==> src/rtl/fv_pkg.sv <==
package fv_pkg;

    // number of Hamming check bits needed for a payload width
    function automatic int par_bits(input int dw);
        int r;
        r = 1;
        while ((1 << r) < dw + r + 1) r++;
        return r;
    endfunction

    // total codeword width including the overall parity bit
    function automatic int code_w(input int dw);
        return dw + par_bits(dw) + 1;
    endfunction

    // Hamming position of payload bit k (k-th non power of two)
    function automatic int data_pos(input int k);
        int n;
        int pos;
        n   = -1;
        pos = 0;
        for (int i = 1; i < 256; i++) begin
            if ((i & (i - 1)) != 0) begin
                n++;
                if (n == k && pos == 0) pos = i;
            end
        end
        return pos;
    endfunction

endpackage

==> src/rtl/secded_dec.sv <==
module secded_dec #(
    parameter int DATA_W = 16
) (
    input  logic [fv_pkg::code_w(DATA_W)-1:0] code_i,
    output logic [DATA_W-1:0]                 data_o,
    output logic                              fixed_o,
    output logic                              bad_o
);
    localparam int PAR_W  = fv_pkg::par_bits(DATA_W);
    localparam int CODE_W = fv_pkg::code_w(DATA_W);

    logic [PAR_W-1:0]  syn_d;
    logic              par_d;
    logic [CODE_W-1:0] rep_d;

    always_comb begin
        syn_d = '0;
        for (int i = 1; i < CODE_W; i++) begin
            if (code_i[i]) syn_d = syn_d ^ PAR_W'(i);
        end
        par_d   = ^code_i;
        rep_d   = code_i;
        fixed_o = 1'b0;
        bad_o   = 1'b0;
        if (par_d) begin
            if (int'(syn_d) < CODE_W) begin
                rep_d[syn_d] = ~code_i[syn_d];
                fixed_o      = 1'b1;
            end else begin
                bad_o = 1'b1;
            end
        end else if (syn_d != '0) begin
            bad_o = 1'b1;
        end
    end

    for (genvar k = 0; k < DATA_W; k++) begin : g_extract
        assign data_o[k] = rep_d[fv_pkg::data_pos(k)];
    end

endmodule

==> src/rtl/flit_framer.sv <==
module flit_framer #(
    parameter int DATA_W = 16,
    parameter int SRC_W  = 4,
    parameter int LEN_W  = 4
) (
    input  logic              clk,
    input  logic              rst_n,
    input  logic              in_valid,
    input  logic              in_last,
    input  logic [DATA_W-1:0] dec_data,
    input  logic              dec_fixed,
    input  logic              dec_bad,
    output logic              flit_valid,
    output logic [DATA_W-1:0] flit_data,
    output logic              flit_head,
    output logic              flit_fixed,
    output logic              flit_bad,
    output logic              stray_drop,
    output logic              pkt_ok,
    output logic              pkt_drop,
    output logic              retx_req,
    output logic [SRC_W-1:0]  retx_src
);
    localparam int HEAD_BIT = DATA_W - 1;
    localparam int SRC_LSB  = LEN_W;
    localparam int CNT_W    = LEN_W + 1;
    localparam logic [CNT_W-1:0] CNT_MAX = '1;

    typedef struct packed {
        logic              open;
        logic [CNT_W-1:0]  cnt;
        logic [LEN_W-1:0]  len;
        logic [SRC_W-1:0]  src;
        logic              tainted;
        logic              fv;
        logic [DATA_W-1:0] fd;
        logic              fh;
        logic              ffix;
        logic              fbad;
        logic              stray;
        logic              ok;
        logic              drop;
        logic              retx;
        logic [SRC_W-1:0]  rsrc;
    } fr_state_t;

    fr_state_t st_d, st_q;

    logic              close_d;
    logic [CNT_W-1:0]  cnt_n_d;
    logic              taint_n_d;
    logic              mismatch_d;

    always_comb begin
        st_d       = st_q;
        st_d.fv    = 1'b0;
        st_d.ffix  = 1'b0;
        st_d.fbad  = 1'b0;
        st_d.stray = 1'b0;
        st_d.ok    = 1'b0;
        st_d.drop  = 1'b0;
        st_d.retx  = 1'b0;
        close_d    = 1'b0;
        cnt_n_d    = st_q.cnt;
        taint_n_d  = st_q.tainted;
        mismatch_d = 1'b0;

        if (in_valid) begin
            if (!st_q.open) begin
                if (dec_bad || !dec_data[HEAD_BIT]) begin
                    st_d.stray = 1'b1;
                end else begin
                    st_d.fv      = 1'b1;
                    st_d.fd      = dec_data;
                    st_d.fh      = 1'b1;
                    st_d.ffix    = dec_fixed;
                    st_d.len     = dec_data[LEN_W-1:0];
                    st_d.src     = dec_data[SRC_LSB +: SRC_W];
                    cnt_n_d      = CNT_W'(1);
                    taint_n_d    = 1'b0;
                    st_d.open    = !in_last;
                    close_d      = in_last;
                end
            end else begin
                st_d.fv   = 1'b1;
                st_d.fd   = dec_data;
                st_d.fh   = dec_data[HEAD_BIT];
                st_d.ffix = dec_fixed;
                st_d.fbad = dec_bad;
                cnt_n_d   = (st_q.cnt == CNT_MAX) ? st_q.cnt : st_q.cnt + CNT_W'(1);
                taint_n_d = st_q.tainted | dec_bad;
                st_d.open = !in_last;
                close_d   = in_last;
            end
            st_d.cnt     = cnt_n_d;
            st_d.tainted = taint_n_d;
        end

        if (close_d) begin
            mismatch_d = (cnt_n_d != {1'b0, st_d.len});
            st_d.ok    = !mismatch_d && !taint_n_d;
            st_d.drop  = mismatch_d || taint_n_d;
            st_d.retx  = mismatch_d;
            st_d.rsrc  = st_d.src;
        end
    end

    always_ff @(posedge clk) begin
        if (!rst_n) st_q <= '0;
        else        st_q <= st_d;
    end

    assign flit_valid = st_q.fv;
    assign flit_data  = st_q.fd;
    assign flit_head  = st_q.fh;
    assign flit_fixed = st_q.ffix;
    assign flit_bad   = st_q.fbad;
    assign stray_drop = st_q.stray;
    assign pkt_ok     = st_q.ok;
    assign pkt_drop   = st_q.drop;
    assign retx_req   = st_q.retx;
    assign retx_src   = st_q.rsrc;

    // stray destruction, accept and drop never share a cycle
    p_one_event_r5: assert property (@(posedge clk) disable iff (!rst_n)
        $onehot0({stray_drop, pkt_ok, pkt_drop}));

    // a destroyed flit is never presented downstream
    p_stray_hidden_r5: assert property (@(posedge clk) disable iff (!rst_n)
        stray_drop |-> !flit_valid);

    // a retransmission request always comes with a drop
    p_retx_with_drop_r7: assert property (@(posedge clk) disable iff (!rst_n)
        retx_req |-> pkt_drop);

    // a verdict follows a presented last flit by one cycle
    p_verdict_after_last_r9: assert property (@(posedge clk) disable iff (!rst_n)
        (pkt_ok || pkt_drop) |-> $past(in_valid && in_last));

    // once a packet closes, the next accepted flit is a header
    p_head_after_close_r10: assert property (@(posedge clk) disable iff (!rst_n)
        (pkt_ok || pkt_drop) |=> (flit_valid |-> flit_head));

endmodule

==> src/rtl/flit_validator.sv <==
module flit_validator #(
    parameter int DATA_W = 16,
    parameter int SRC_W  = 4,
    parameter int LEN_W  = 4
) (
    input  logic                              clk,
    input  logic                              rst_n,
    input  logic                              in_valid,
    input  logic                              in_last,
    input  logic [fv_pkg::code_w(DATA_W)-1:0] in_code,
    output logic                              o_flit_valid,
    output logic [DATA_W-1:0]                 o_flit_data,
    output logic                              o_flit_head,
    output logic                              o_flit_fixed,
    output logic                              o_flit_bad,
    output logic                              o_stray_drop,
    output logic                              o_pkt_ok,
    output logic                              o_pkt_drop,
    output logic                              o_retx_req,
    output logic [SRC_W-1:0]                  o_retx_src
);
    logic [DATA_W-1:0] dec_data;
    logic              dec_fixed;
    logic              dec_bad;

    secded_dec #(.DATA_W(DATA_W)) u_dec (
        .code_i  (in_code),
        .data_o  (dec_data),
        .fixed_o (dec_fixed),
        .bad_o   (dec_bad)
    );

    flit_framer #(.DATA_W(DATA_W), .SRC_W(SRC_W), .LEN_W(LEN_W)) u_frame (
        .clk        (clk),
        .rst_n      (rst_n),
        .in_valid   (in_valid),
        .in_last    (in_last),
        .dec_data   (dec_data),
        .dec_fixed  (dec_fixed),
        .dec_bad    (dec_bad),
        .flit_valid (o_flit_valid),
        .flit_data  (o_flit_data),
        .flit_head  (o_flit_head),
        .flit_fixed (o_flit_fixed),
        .flit_bad   (o_flit_bad),
        .stray_drop (o_stray_drop),
        .pkt_ok     (o_pkt_ok),
        .pkt_drop   (o_pkt_drop),
        .retx_req   (o_retx_req),
        .retx_src   (o_retx_src)
    );

    // the decoder never claims both a repair and a failure
    p_fix_or_bad_r3: assert property (@(posedge clk) disable iff (!rst_n)
        in_valid |-> !(dec_fixed && dec_bad));

    // a presented flit is always one cycle behind an input flit
    p_flit_latency_r9: assert property (@(posedge clk) disable iff (!rst_n)
        o_flit_valid |-> $past(in_valid));

endmodule

==> config.mk <==
export PLATFORM = sky130hd
export DESIGN_NAME = flit_validator
export DESIGN_NICKNAME = d
export VERILOG_FILES = /design/src/rtl/fv_pkg.sv /design/src/rtl/secded_dec.sv /design/src/rtl/flit_framer.sv /design/src/rtl/flit_validator.sv
export SDC_FILE = /design/constraint.sdc
export NUM_CORES = 1
export LEC_CHECK = 0
export ABC_CLOCK_PERIOD_IN_PS = 4900
export BUFFER_PORTS_ARGS = -buffer_cell sky130_fd_sc_hd__buf_2
export CAP_MARGIN = 20
export CORE_MARGIN = 2
export CORE_UTILIZATION = 25
export DETAILED_ROUTE_END_ITERATION = 6
export HOLD_SLACK_MARGIN = 0.03
export PLACE_DENSITY = 0.42
export REMOVE_ABC_BUFFERS = 1
export SYNTH_ARGS = -nofsm -noshare
export SYNTH_HDL_FRONTEND = slang
export SYNTH_SLANG_ARGS = --single-unit
export TNS_END_PERCENT = 20
==> constraint.sdc <==
create_clock -name clk -period 4.9 [get_ports clk]
set_input_delay 0.735 -clock clk [delete_from_list [all_inputs] [get_ports clk]]
set_output_delay 0.735 -clock clk [all_outputs]
set_load 0.02 [all_outputs]
Word-level counts from Yosys, hierarchy flattened
Cells that the tools add are included.

$add $sub $neg: 1. Magnitude comparators: 3. Eq/ne operators: 3. Multiplexer cells: 53. Bitwise operators: 24. Reduce and logical (&&, ||, !) cells: 15.

Operator list (count): two-way mux 5 bit (10); two-way mux 22 bit (2); two-way mux 19 bit (2); two-way mux 4 bit (8); two-way mux 30 bit (1); bitwise mux 22 bit (1); parity 22 bit (1); two-way mux 1 bit (19); inverter 2 bit (9); inverter 3 bit (6); two-way mux 8 bit (2); two-way mux 3 bit (4); < comparator 5 x 6 -> 1 bit (second input constant) (1); AND reduction 2 bit (3); adder 5 x 1 -> 5 bit (second input constant) (1); binary-select mux 1 bit (select 5 bit) (1); demux 1 bit (select 5 bit) (1); equality test 5 bit (second input constant) (1); >= comparator 5 x 1 -> 1 bit (second input constant) (1); < comparator 5 bit (second input constant) (1); inequality test 5 x 4 -> 1 bit (1); nonzero test 5 bit (1); zero test 1 bit (4); two-way mux 2 bit (2); other kinds (9) (16).

Register bits: 43. Bits of input ports: 26. Output and inout port bits: 28.

Longest topological paths before layout
Gate-level depths: netlist (run 1).

Depth in word-level cells: 52. Gate-level depth with buffers: 12.

Hierarchy
From an unflattened synthesis (run 1), not the netlist that was laid out.

Cells, all modules: 309. Area total of the unflattened synthesis: 2680.1 um^2.

Modules (own cells, without submodules): flit_framer (times used 1, cells each 198, area an instance 1773.0 um^2, sequential area each 840.8 um^2); secded_dec (times used 1, cells each 111, area an instance 907.1 um^2, sequential area each 0.0 um^2).

Least setup slack after synthesis (run 1)
No wires, ideal clock.

Path type: input-to-reg. Start: in in_code[11] in the netlist's numbering. End: reg u_frame.st_q, in the netlist u_frame.retx_src[0]. Library setup time: 0.071 ns. Arrival: 3.575 ns. Required time: 4.829 ns. Slack: 1.255 ns. Stages: 12. Path buffers: 2. Cells stage by stage: xor2_1 -> xnor3_1 -> xor2_1 -> buf_1 -> a2111oi_4 -> mux2i_1 -> o21a_1 -> and2_1 -> clkbuf_1 -> nor2_1 -> or3_1 -> a21oi_1.

Word-level cells in the longest chain between the ends: 28. Elaborated cells on any way between the ends: 44. Those cells by class: order compare: 3; mux: 27; bitwise: 9; reduce/logical: 5.

RTL lines: start: declaration (RTL line flit_validator.sv:10) `input logic [fv_pkg::code_w(DATA_W)-1:0] in_code,`; two-way mux 4 bit (2 in series) (RTL line secded_dec.sv:19) `if (code_i[i]) syn_d = syn_d ^ PAR_W'(i);`; inverter 3 bit (no source line); two-way mux 4 bit (2 in series) (RTL line secded_dec.sv:19); inverter 4 bit (no source line); two-way mux 4 bit (RTL line secded_dec.sv:19); two-way mux 5 bit (RTL line secded_dec.sv:19); inverter 2 bit (no source line); two-way mux 5 bit (2 in series) (RTL line secded_dec.sv:19); (+9 left out); bitwise mux 22 bit (RTL line secded_dec.sv:27) `rep_d[syn_d] = ~code_i[syn_d];`; two-way mux 22 bit (RTL line secded_dec.sv:26) `if (int'(syn_d) < CODE_W) begin`; two-way mux 22 bit (RTL line secded_dec.sv:25) `if (par_d) begin`; zero test 1 bit (RTL line flit_framer.sv:70) `if (dec_bad || !dec_data[HEAD_BIT]) begin`; logical OR 1 bit (RTL line flit_framer.sv:70); two-way mux 8 bit or two-way mux 1 bit (tied branches) (RTL line flit_framer.sv:70); two-way mux 8 bit or two-way mux 1 bit (tied branches) (RTL line flit_framer.sv:69) `if (!st_q.open) begin`; two-way mux 30 bit or two-way mux 1 bit (tied branches) (RTL line flit_framer.sv:68) `if (in_valid) begin`; end signal: assignment (RTL line flit_framer.sv:110) `else st_q <= st_d;`; end: declaration (RTL line flit_framer.sv:47) `fr_state_t st_d, st_q;`.

Parallel ways exist; a longest one is shown, timed or not. The select of a mux whose other input is x is not followed. A chain may end at the register's enable or synchronous reset.

Final worst setup path (run 1)
Start: in in_code[11] in the netlist's numbering. End: reg u_frame.st_q, in the netlist u_frame.pkt_drop.

Word-level cells in the longest chain between the ends: 30. Elaborated cells on any way between the ends: 54. Those cells by class: order compare: 3; eq/ne: 1; mux: 33; bitwise: 10; reduce/logical: 7.

RTL lines: two-way mux 4 bit (2 in series) (RTL line secded_dec.sv:19); inverter 3 bit (no source line); two-way mux 4 bit (2 in series) (RTL line secded_dec.sv:19); inverter 4 bit (no source line); two-way mux 4 bit (RTL line secded_dec.sv:19); two-way mux 5 bit (RTL line secded_dec.sv:19); inverter 2 bit (no source line); two-way mux 5 bit (2 in series) (RTL line secded_dec.sv:19); (+11 left out); two-way mux 22 bit (RTL line secded_dec.sv:25); zero test 1 bit (RTL line flit_framer.sv:70); logical OR 1 bit (RTL line flit_framer.sv:70); two-way mux 5 bit or two-way mux 8 bit (tied branches) (RTL line flit_framer.sv:70); two-way mux 5 bit or two-way mux 8 bit (tied branches) (RTL line flit_framer.sv:69); two-way mux 5 bit or two-way mux 30 bit (tied branches) (RTL line flit_framer.sv:68); inequality test 5 x 4 -> 1 bit (RTL line flit_framer.sv:100) `mismatch_d = (cnt_n_d != {1'b0, st_d.len});`; logical OR 1 bit (RTL line flit_framer.sv:102) `st_d.drop = mismatch_d || taint_n_d;`.

Parallel ways exist; a longest one is shown, timed or not. The select of a mux whose other input is x is not followed.

==> results.sh, run 1 <==
export IMPL_post_cts_buffers=0
export IMPL_grtUsageMet1_pct=17.7
export IMPL_instances_no_fill=511
export IMPL_hold_violations=0
export IMPL_endpoint_kind="flip-flop"
export IMPL_grt_overflow=0
export IMPL_clk_transition_reported_paths_ps=70
export IMPL_drv_cap=0
export IMPL_insertion_delay_ps=280
export IMPL_antenna_found_initial=0
export IMPL_cts_sinks=42
export IMPL_drc_errors=0
export IMPL_crit_cells=11
export IMPL_cp_cell_sequence="buf_2 > xor2_1 > xnor3_1 > xor2_1 > and2_1 > o311ai_2 > o21a_1 > and2_1 > or3_1 > o32ai_1 > a31oi_1"
export IMPL_drive_gt1_share_pct=21.7
export IMPL_ff2ff_path_depth=9
export IMPL_fin_area_um2=3330
export IMPL_fin_skew_ps=9.39
export IMPL_peakVddDrop_uv=155
export IMPL_yosys_warnings=0
export IMPL_grt_use_total_pct=12.3
export IMPL_grtUsageMet2_pct=19.1
export IMPL_start_util_pct=25.5
export IMPL_final_fill_count=1234
export IMPL_worstPathMaxFanout=13
export IMPL_clk_path_buf_depth=2
export IMPL_avgSynthCellArea_um2=8.59
export IMPL_ios=54
export IMPL_r2r_end="u_frame.pkt_drop"
export IMPL_num_vias=2431
export IMPL_crit_slowest_cell="xor2_1"
export IMPL_critical_path_buf_inv_count=1
export IMPL_startpoint="in_code[11]"
export IMPL_area_growth_pct=15.5
export IMPL_fp_dieArea_um2=12400
export IMPL_async_flop_share_pct=0
export IMPL_endpoint="u_frame.pkt_drop"
export IMPL_fmax_ghz=0.252
export IMPL_ant_nets=0
export IMPL_synthTopCellsByCount="42 x dfxtp_1, 41 x nor2_1, 30 x nand2_1"
export IMPL_synth_top_area_share_pct=29.1
export IMPL_layout_setup_ws_ps=928
export IMPL_synth_mux_area_share_pct=7.72
export IMPL_setup_tns_ps=0
export IMPL_hpwlAfterDp_mm=5.87
export IMPL_finalCriticalPeriod_ps=3970
export IMPL_cp_arrival_ps=4120
export IMPL_cellLeakagePower_nw=1.30
export IMPL_cts_tree="done"
export IMPL_worst_pin_slew_ps=875
export IMPL_cellPowerDensity_nw_per_um2=472
export IMPL_yosysMostFrequentCell="dfxtp_1"
export IMPL_drtIter0Drc=81
export IMPL_gr_usage_met3_pct=1.85
export IMPL_min_period_over_period_pct=81.1
export IMPL_critPathMaxStageDelay_ps=650
export IMPL_finalSetupViolCount=0
export IMPL_vias_per_cell=4.76
export IMPL_core_um2=11300
export IMPL_avgRoutedWirePerCell_um=14.9
export IMPL_cp_top_family="XOR/XNOR gates"
export IMPL_dp_cells=502
export IMPL_port_buffer_count=53
export IMPL_slew_headroom_pct=41.3
export IMPL_grt_pass1_wl_mm=12.4
export IMPL_synth_compound_area_share_pct=19.5
export IMPL_synth_seq_cells=42
export IMPL_grt_max_degree=36
export IMPL_ys_seq_area_share_pct=29.1
export IMPL_antenna_cells=0
export IMPL_syn_area_um2=2890
export IMPL_gp_congestion=0.821
export IMPL_yosys_area_share_simple_pct=18.9
export IMPL_pre_cts_slack_ps=633
export IMPL_slew_violations=0
export IMPL_die_h_um=111
export IMPL_crit_required_ps=5050
export IMPL_place_area_um2=3150
export IMPL_synth_edff_count=0
export IMPL_grt_busiest_layer="met2"
export IMPL_die_w_um=111
export IMPL_synth_cell_type_count=55
export IMPL_syn_inst=336
export IMPL_rsz0062_at_grt="no"
export IMPL_cts_root_buf="clkbuf_16"
export IMPL_synth_xor_area_share_pct=16.3
export IMPL_synth_top_family_by_area="compound AO/OA/AOI/OAI gates"
export IMPL_yosysTopAreaCell="dfxtp_1"
export IMPL_worst_setup_path_type="input port to flip-flop"
export IMPL_holdCritPathClass="flip-flop to flip-flop"
export IMPL_r2r_slack_ps=2450
export IMPL_synth_flop_cell="dfxtp_1"
export IMPL_fin_nets=394
export IMPL_synthAdderAreaFrac_pct=0.780
export IMPL_rr_startpoint="u_frame.st_q[37]"
export IMPL_ctsHoldBuffers=0
export IMPL_drt_wl_total_mm=7.60
export IMPL_cts_made_buffers=5
export IMPL_worst_setup_path_start_kind="input port"
export IMPL_synth_area_leaders="dfxtp_1 29%, xnor2_1 8.5%, nor2_1 5.3%, buf_4 5.2%, mux2i_1 4.9%"
export IMPL_htreeDepth=2
export IMPL_status="finished, final reports clean"
export IMPL_cts_resized=0
export IMPL_first_global_vias=2270
export IMPL_rows=39
export IMPL_firstDrtPassIters=4
==> worst min-delay path: stages (launching register included) <==
cell,delay [ps]
dfxtp_1,310
nand2_1,50
a21oi_1,50
==> cells by family (layout without fill, tap and decap cells) <==
family	Yosys count	after routing
and+or+nand+nor	118	118
AOI/OAI and AO/OA	74	74
xor gates and xnor gates	44	44
DFF	42	42
buffers and inverters	38	70
muxes	18	18
adders and majority gates	2	2
==> state kept, by name (all words and copies together) (netlist names) <==
register            flops
u_frame.pkt_ok          1
u_frame.st_q           15
u_frame.retx_req        1
u_frame.stray_drop      1
u_frame.flit_fixed      1
u_frame.pkt_drop        1
u_frame.flit_bad        1
u_frame.flit_data      16
u_frame.flit_valid      1
u_frame.retx_src        4
==> per-layer routing <==
metal  vias up  routed length (µm)
met1      1136                3910
met5         -                   0
met4         0                  79
met3         5                 229
li1       1251                   -
met2        39                3380
==> where the power goes <==
part	internal [mW]	total (mW)	leakage, nW	switching [mW]
sequential	0.395	0.425	0.341	0.0302
clock	0.241	0.377	0.0771	0.136
combinational	0.290	0.770	0.879	0.480
==> worst min path at each step <==
stage                                    from             endpoint  slack, ps  cells after the start
final                     u_frame.retx_src[2]  u_frame.retx_src[2]        460                      2
after detailed placement  u_frame.retx_src[2]  u_frame.retx_src[2]        450                      2
after CTS                 u_frame.retx_src[2]  u_frame.retx_src[2]        460                      2
after floorplan              u_frame.st_q[36]     u_frame.st_q[36]        450                      2
after global routing      u_frame.retx_src[2]  u_frame.retx_src[2]        480                      2
after global placement    u_frame.retx_src[1]  u_frame.retx_src[1]        450                      2
==> cells in the final DEF, fill, tap and decap left out, types with 2 or more instances in the layout <==
cell type and count:
buf_2 53, dfxtp_1 42, nor2_1 41, nand2_1 30
xnor2_1 28, a21oi_1 17, a211oi_1 17, mux2i_1 14
xor2_1 9, and2_1 8, nand3_1 8, nor3_1 8
or3_1 7, o21ai_0 6, a311oi_1 5, a31oi_1 5
clkbuf_16 5, inv_1 4, nor2b_1 4, and3_1 4
nand4_1 4, xnor3_1 3, a21boi_0 3, buf_4 3
xnor3_2 2, mux4_2 2, xnor2_2 2, o221ai_1 2
o21a_1 2, o32ai_1 2
==> final cells by class <==
cell class                 instances  area, µm²  share of cell area (%)
tap                              143        179                    5.37
inverter                           5       18.8                   0.563
clock buffer                       6        129                    3.87
timing repair buffer              57        303                    9.08
clock inverter                     2       37.5                    1.13
sequential                        42        841                    25.2
multi-input combinational        256       1830                    54.8
==> stage by stage <==
step / util (%) / power [mW] / hold WS [ps]
global route: 29.4 / 1.68 / 479
global placement: 27.8 / 1.20 / 447
floorplan: - / 0.995 / 449
CTS: 29.3 / 1.58 / 458
detailed placement: 27.8 / 1.20 / 451
finish: 29.4 / 1.57 / 460
No activity file was read; power rests on OpenSTA's default activity.
==> inputs of run 2 (changes only) <==
Settings changed: ABC_CLOCK_PERIOD_IN_PS 4900 to 3400, PLACE_DENSITY 0.42 to 0.44.
Clock period 4.9 ns to 3.4 ns, I/O delays scaled along.
==> run 2 against run 1 <==
First-iteration DRC count grew 12%. Die area is the same. Setup slack lost 780 ps.
==> results.sh, run 2 (same netlist as run 1, synthesis figures left out) <==
export IMPL_layout_commonest_cell="buf_4"
export IMPL_clk_transition_reported_paths_ps=60
export IMPL_worstPathMaxFanout=6
export IMPL_cp_top_family="XOR/XNOR gates"
export IMPL_largest_reg_flops=16
export IMPL_fp_dieArea_um2=12400
export IMPL_cellPowerDensity_nw_per_um2=657
export IMPL_drive_gt1_share_pct=36.6
export IMPL_r2r_slack_ps=1070
export IMPL_r2r_end="u_frame.pkt_ok"
export IMPL_hpwlAfterDp_mm=6.50
export IMPL_core_um2=11300
export IMPL_first_global_vias=2645
export IMPL_crit_slowest_cell="mux4_2"
export IMPL_worst_pin_slew_ps=545
export IMPL_critPathMaxStageDelay_ps=460
export IMPL_area_growth_pct=35.0
export IMPL_grt_pass1_wl_mm=13.3
export IMPL_gp_congestion=0.825
export IMPL_drc_errors=0
export IMPL_fmax_ghz=0.307
export IMPL_htreeDepth=2
export IMPL_cp_cell_sequence="buf_2 > buf_4 > xnor2_2 > xnor3_2 > xnor3_2 > mux4_2 > a32o_1 > a41oi_2 > o21a_4 > a311oi_2 > or3_1 > a21oi_1"
export IMPL_cts_sinks=42
export IMPL_hold_violations=0
export IMPL_worst_setup_path_start_kind="input port"
export IMPL_num_vias=2734
export IMPL_cts_root_buf="clkbuf_16"
export IMPL_ant_nets=0
export IMPL_gr_usage_met3_pct=2.23
export IMPL_port_buffer_count=53
export IMPL_worst_setup_path_type="input port to flip-flop"
export IMPL_die_w_um=111
export IMPL_grt_use_total_pct=13.2
export IMPL_finalSetupViolCount=0
export IMPL_antenna_cells=0
export IMPL_rows=39
export IMPL_cts_made_buffers=5
export IMPL_ctsHoldBuffers=0
export IMPL_instances_no_fill=580
export IMPL_ff2ff_path_depth=9
export IMPL_dp_cells=571
export IMPL_grt_max_degree=36
export IMPL_cts_tree="done"
export IMPL_start_util_pct=25.5
export IMPL_avgRoutedWirePerCell_um=13.8
export IMPL_rr_startpoint="u_frame.st_q[37]"
export IMPL_drtIter0Drc=91
export IMPL_cellLeakagePower_nw=1.65
export IMPL_crit_required_ps=3620
export IMPL_antenna_found_initial=0
export IMPL_grtUsageMet1_pct=17.8
export IMPL_endpoint_kind="flip-flop"
export IMPL_grt_busiest_layer="met2"
export IMPL_grtUsageMet2_pct=21.3
export IMPL_firstDrtPassIters=4
export IMPL_drv_cap=0
export IMPL_layout_cells_most_common_list="73 x buf_4, 53 x buf_2, 42 x dfxtp_1"
export IMPL_fin_total_pwr_mw=2.56
export IMPL_min_path_cells=2
export IMPL_whs_endpoint="u_frame.retx_src[2]"
export IMPL_slew_violations=0
export IMPL_status="finished, final reports clean"
export IMPL_rsz0062_at_grt="no"
export IMPL_critical_path_buf_inv_count=2
export IMPL_fin_skew_ps=6.30
export IMPL_peakVddDrop_uv=221
export IMPL_vias_per_cell=4.71
export IMPL_slew_headroom_pct=63.4
export IMPL_holdCritPathClass="flip-flop to flip-flop"
export IMPL_finalCriticalPeriod_ps=3250
export IMPL_fin_nets=463
export IMPL_drt_wl_total_mm=7.99
export IMPL_insertion_delay_ps=290
export IMPL_crit_top_cell="xnor3_2"
export IMPL_worstHoldStart="u_frame.retx_src[2]"
export IMPL_cp_arrival_ps=3480
export IMPL_min_period_over_period_pct=95.7
export IMPL_grt_overflow=0
export IMPL_ios=54
export IMPL_clk_path_buf_depth=2
export IMPL_die_h_um=111
[run 2: routing by layer]
| layer | wire, µm | vias to the layer above |
|---|---|---|
| li1 | - | 1392 |
| met1 | 3860 | 1283 |
| met2 | 3760 | 52 |
| met3 | 282 | 7 |
| met4 | 89 | 0 |
| met5 | 0 | - |
[run 2: how the worst max path moves through the flow]
stage,from,end,slack [ps],depth (start not counted)
2_1_floorplan,in_code[21],u_frame.retx_src[3],-580,10
3_3_place_gp,in_code[11],u_frame.pkt_drop,-220,12
3_5_place_dp,in_code[11],u_frame.pkt_drop,-250,12
4_1_cts,in_code[11],u_frame.pkt_drop,40,12
5_1_grt,in_code[11],u_frame.retx_src[1],1,12
6_report,in_code[11],u_frame.retx_src[1],150,12
[run 2: what timing repair did]
action                     CTS  global route
setup endpoints to repair    0             7
setup buffers                0             1
gates resized for setup      0            12
[run 2: tightest hold or removal path: stages (launching register included)]
cell and delay, ps:
dfxtp_1 310, nand2_1 50, a21oi_1 50
[run 2: through the flow]
stage	hold WS, ps	setup TNS, ps	instance area, µm²	util, %	setup WS, ps
global route	466	0	3900	34.4	1.36
global placement	451	-1760	3670	32.4	-218
floorplan	449	-3960	2690	-	-577
CTS	456	0	3810	33.7	39.5
detailed placement	448	-2770	3670	32.4	-249
finish	458	0	3900	34.4	145
[run 2: layout make-up]
class                           instances  area (µm²)
Fill cell                            1195        7420
Timing Repair Buffer                  126         813
Clock buffer                            6         129
Clock inverter                          2        13.8
Tap cell                              143         179
Inverter                                5        18.8
Multi-Input combinational cell        256        1900
Sequential cell                        42         841
[run 2: report_power, final]
part           internal (mW)  switching (mW)
logic                  0.703           0.777
registers              0.569          0.0434
clock network          0.272           0.196
==> inputs of run 3 (changes only) <==
Settings changed: ABC_AREA set to 1, CORE_MARGIN 2 to not set, PLACE_DENSITY 0.44 to 0.43, SYNTH_HIERARCHICAL set to 1.
==> run 3 against run 2 <==
Clock power is 2% higher. Cell area is 8.7% higher. Synthesized area is 7.2% higher. Sequential cell count stayed put. Routed wire length is 11% higher. Combinational power is 11% lower.
==> results.sh, run 3 <==
export IMPL_port_buffer_count=53
export IMPL_fin_skew_ps=3.59
export IMPL_core_um2=12100
export IMPL_place_area_um2=3830
export IMPL_cp_arrival_ps=3330
export IMPL_peakVddDrop_uv=219
export IMPL_syn_inst=500
export IMPL_synth_cell_type_count=34
export IMPL_vias_per_cell=4.19
export IMPL_min_period_over_period_pct=92.6
export IMPL_clk_transition_reported_paths_ps=60
export IMPL_yosysMostFrequentCell="nand2_1"
export IMPL_syn_area_um2=3090
export IMPL_internal_power_mw=1.41
export IMPL_ys_seq_area_share_pct=27.2
export IMPL_ff2ff_path_depth=12
export IMPL_rows=40
export IMPL_die_h_um=113
export IMPL_ant_nets=0
export IMPL_top_layer="met4"
export IMPL_p_switching_mw=0.990
export IMPL_slew_violations=0
export IMPL_firstDrtPassIters=4
export IMPL_critPathMaxStageDelay_ps=190
export IMPL_hold_violations=0
export IMPL_cellPowerDensity_nw_per_um2=566
export IMPL_rr_startpoint="u_frame/st_q[37]"
export IMPL_drtIter0Drc=125
export IMPL_comb_power_share_pct=55.0
export IMPL_synth_flop_cell="dfxtp_1"
export IMPL_crit_cells=32
export IMPL_finalSetupViolCount=0
export IMPL_worst_pin_slew_ps=363
export IMPL_start_util_pct=25.7
export IMPL_area_growth_pct=36.9
export IMPL_async_flop_share_pct=0
export IMPL_grt_max_degree=23
export IMPL_synth_edff_count=0
export IMPL_holdCritPathClass="flip-flop to flip-flop"
export IMPL_first_global_vias=3072
export IMPL_drc_errors=0
export IMPL_status="finished, final reports clean"
export IMPL_drive_gt1_share_pct=32.8
export IMPL_min_path_cells=2
export IMPL_gp_congestion=0.818
export IMPL_p_sw_share_pct=41.2
export IMPL_layout_cells_most_common_list="108 x nand2_1, 87 x nor2_1, 67 x buf_4"
export IMPL_yosysTopAreaCell="dfxtp_1"
export IMPL_antenna_found_initial=0
export IMPL_cts_tree="done"
export IMPL_synthTopCellsByCount="123 x nand2_1, 94 x nor2_1, 64 x inv_1"
export IMPL_cts_made_buffers=5
export IMPL_setup_tns_ps=0
export IMPL_layout_commonest_cell="nand2_1"
export IMPL_multiInputGateArea_um2=1980
export IMPL_startpoint="in_code[13]"
export IMPL_num_vias=3218
export IMPL_wl_met1_mm=4.22
export IMPL_synth_seq_cells=42
export IMPL_crit_slowest_cell="nor2_4"
export IMPL_grt_pass1_wl_mm=14.3
export IMPL_grt_overflow=0
export IMPL_htreeDepth=2
export IMPL_synth_top_area_share_pct=27.2
export IMPL_yosys_warnings=6
export IMPL_hpwlAfterDp_mm=7.13
export IMPL_clk_path_buf_depth=2
export IMPL_cts_root_buf="clkbuf_16"
export IMPL_finalCriticalPeriod_ps=3150
export IMPL_synth_area_leaders="dfxtp_1 27%, nand2_1 15%, nor2_1 11%, inv_1 7.8%, nand3_1 5.8%"
export IMPL_endpoint_kind="flip-flop"
export IMPL_worstPathMaxFanout=6
export IMPL_fin_nets=626
export IMPL_drv_cap=0
export IMPL_avgRoutedWirePerCell_um=11.5
export IMPL_cellLeakagePower_nw=2.23
export IMPL_final_fill_count=1364
export IMPL_seq_area_um2=841
export IMPL_clkPwrFrac_pct=19.8
export IMPL_antenna_cells=0
export IMPL_cp_top_family="simple AND/OR/NAND/NOR gates"
export IMPL_worst_setup_path_start_kind="input port"
export IMPL_avgSynthCellArea_um2=6.19
export IMPL_critical_path_buf_inv_count=5
export IMPL_dr_wl_met2_mm=4.29
export IMPL_slew_headroom_pct=75.6
export IMPL_insertion_delay_ps=280
export IMPL_cts_sinks=42
export IMPL_worstHoldStart="u_frame/flit_data[8]"
export IMPL_grt_use_total_pct=14.0
export IMPL_worst_setup_path_type="input port to flip-flop"
export IMPL_ctsHoldBuffers=0
export IMPL_fin_area_um2=4240
export IMPL_die_w_um=113
export IMPL_fmax_ghz=0.318
export IMPL_met3RoutedLength_um=309
export IMPL_fp_dieArea_um2=12800
export IMPL_timing_hold_ws_ps=474
export IMPL_drt_wl_total_mm=8.85
export IMPL_largest_reg_flops=16
export IMPL_crit_top_cell="nand2_1"
export IMPL_power_frac_seq_pct=25.1
export IMPL_crit_required_ps=3580
export IMPL_ios=54
-- run 3: final timing paths --
kind	endpoint	slack (ps)
setup / recovery	u_frame/pkt_drop	250
hold / removal	u_frame/flit_data[8]	470
setup reg to reg	u_frame/pkt_drop	1550
hold reg to reg	u_frame/flit_data[8]	470
-- run 3: final cells by class --
cell class / instances / area share (%)
multi-input combinational: 357 / 46.8
sequential: 42 / 19.8
timing repair buffer: 120 / 18.4
inverter: 73 / 6.47
tap: 168 / 4.96
clock buffer: 7 / 3.37
clock inverter: 1 / 0.118
-- run 3: metal layers --
layer	global-route usage (%)	vias up
li1	-	1726
met2	24.6	50
met1	18.3	1438
met3	2.14	4
met4	2.11	0
met5	0	-
-- run 3: logic make-up (layout without fill, tap and decap cells) --
group           after synthesis  count (layout)  synth area share (%)
fa+ha+maj                     1               1                 0.404
xor+xnor                     21              21                  6.67
flops                        42              42                  27.2
compound gates               42              42                  7.52
buf+inv                     101             201                  15.3
simple gates                289             289                  41.6
mux                           4               4                  1.29
-- run 3: what timing repair did --
action,in CTS,in global routing
setup endpoints to repair,0,23
buffers inserted,0,5
gates resized for setup,0,57
-- run 3: power groups by stage --
| stage | clock network, mW | logic, mW | registers, mW |
|---|---|---|---|
| finish | 0.476 | 1.32 | 0.603 |
| global route | 0.513 | 1.47 | 0.612 |
| CTS | 0.490 | 1.22 | 0.605 |
| detailed placement | 0 | 1.22 | 0.615 |
| global placement | 0 | 1.22 | 0.613 |
| floorplan | 0 | 0.645 | 0.683 |
-- run 3: through the flow --
step	setup slack, ps	cells	util (%)	power, mW
final	253	768	35.1	2.40
after global routing	-88.2	768	35.1	2.60
after CTS	203	763	33.0	2.32
after detailed placement	-81.2	755	31.8	1.83
after global placement	-61.8	755	31.8	1.83
after floorplan	-43.3	472	-	1.33
-- run 3: worst register-to-register path, stage by stage, from the launching register on --
cell and delay (ps):
dfxtp_1 450, ha_1 260, nand4_1 200, nand2_1 140, nand2_1 100, nand2_1 70, nand2_1 50, nand2_1 70
nand2_1 70, nor2_2 140, nand3_2 90, nand2_1 80, inv_1 30
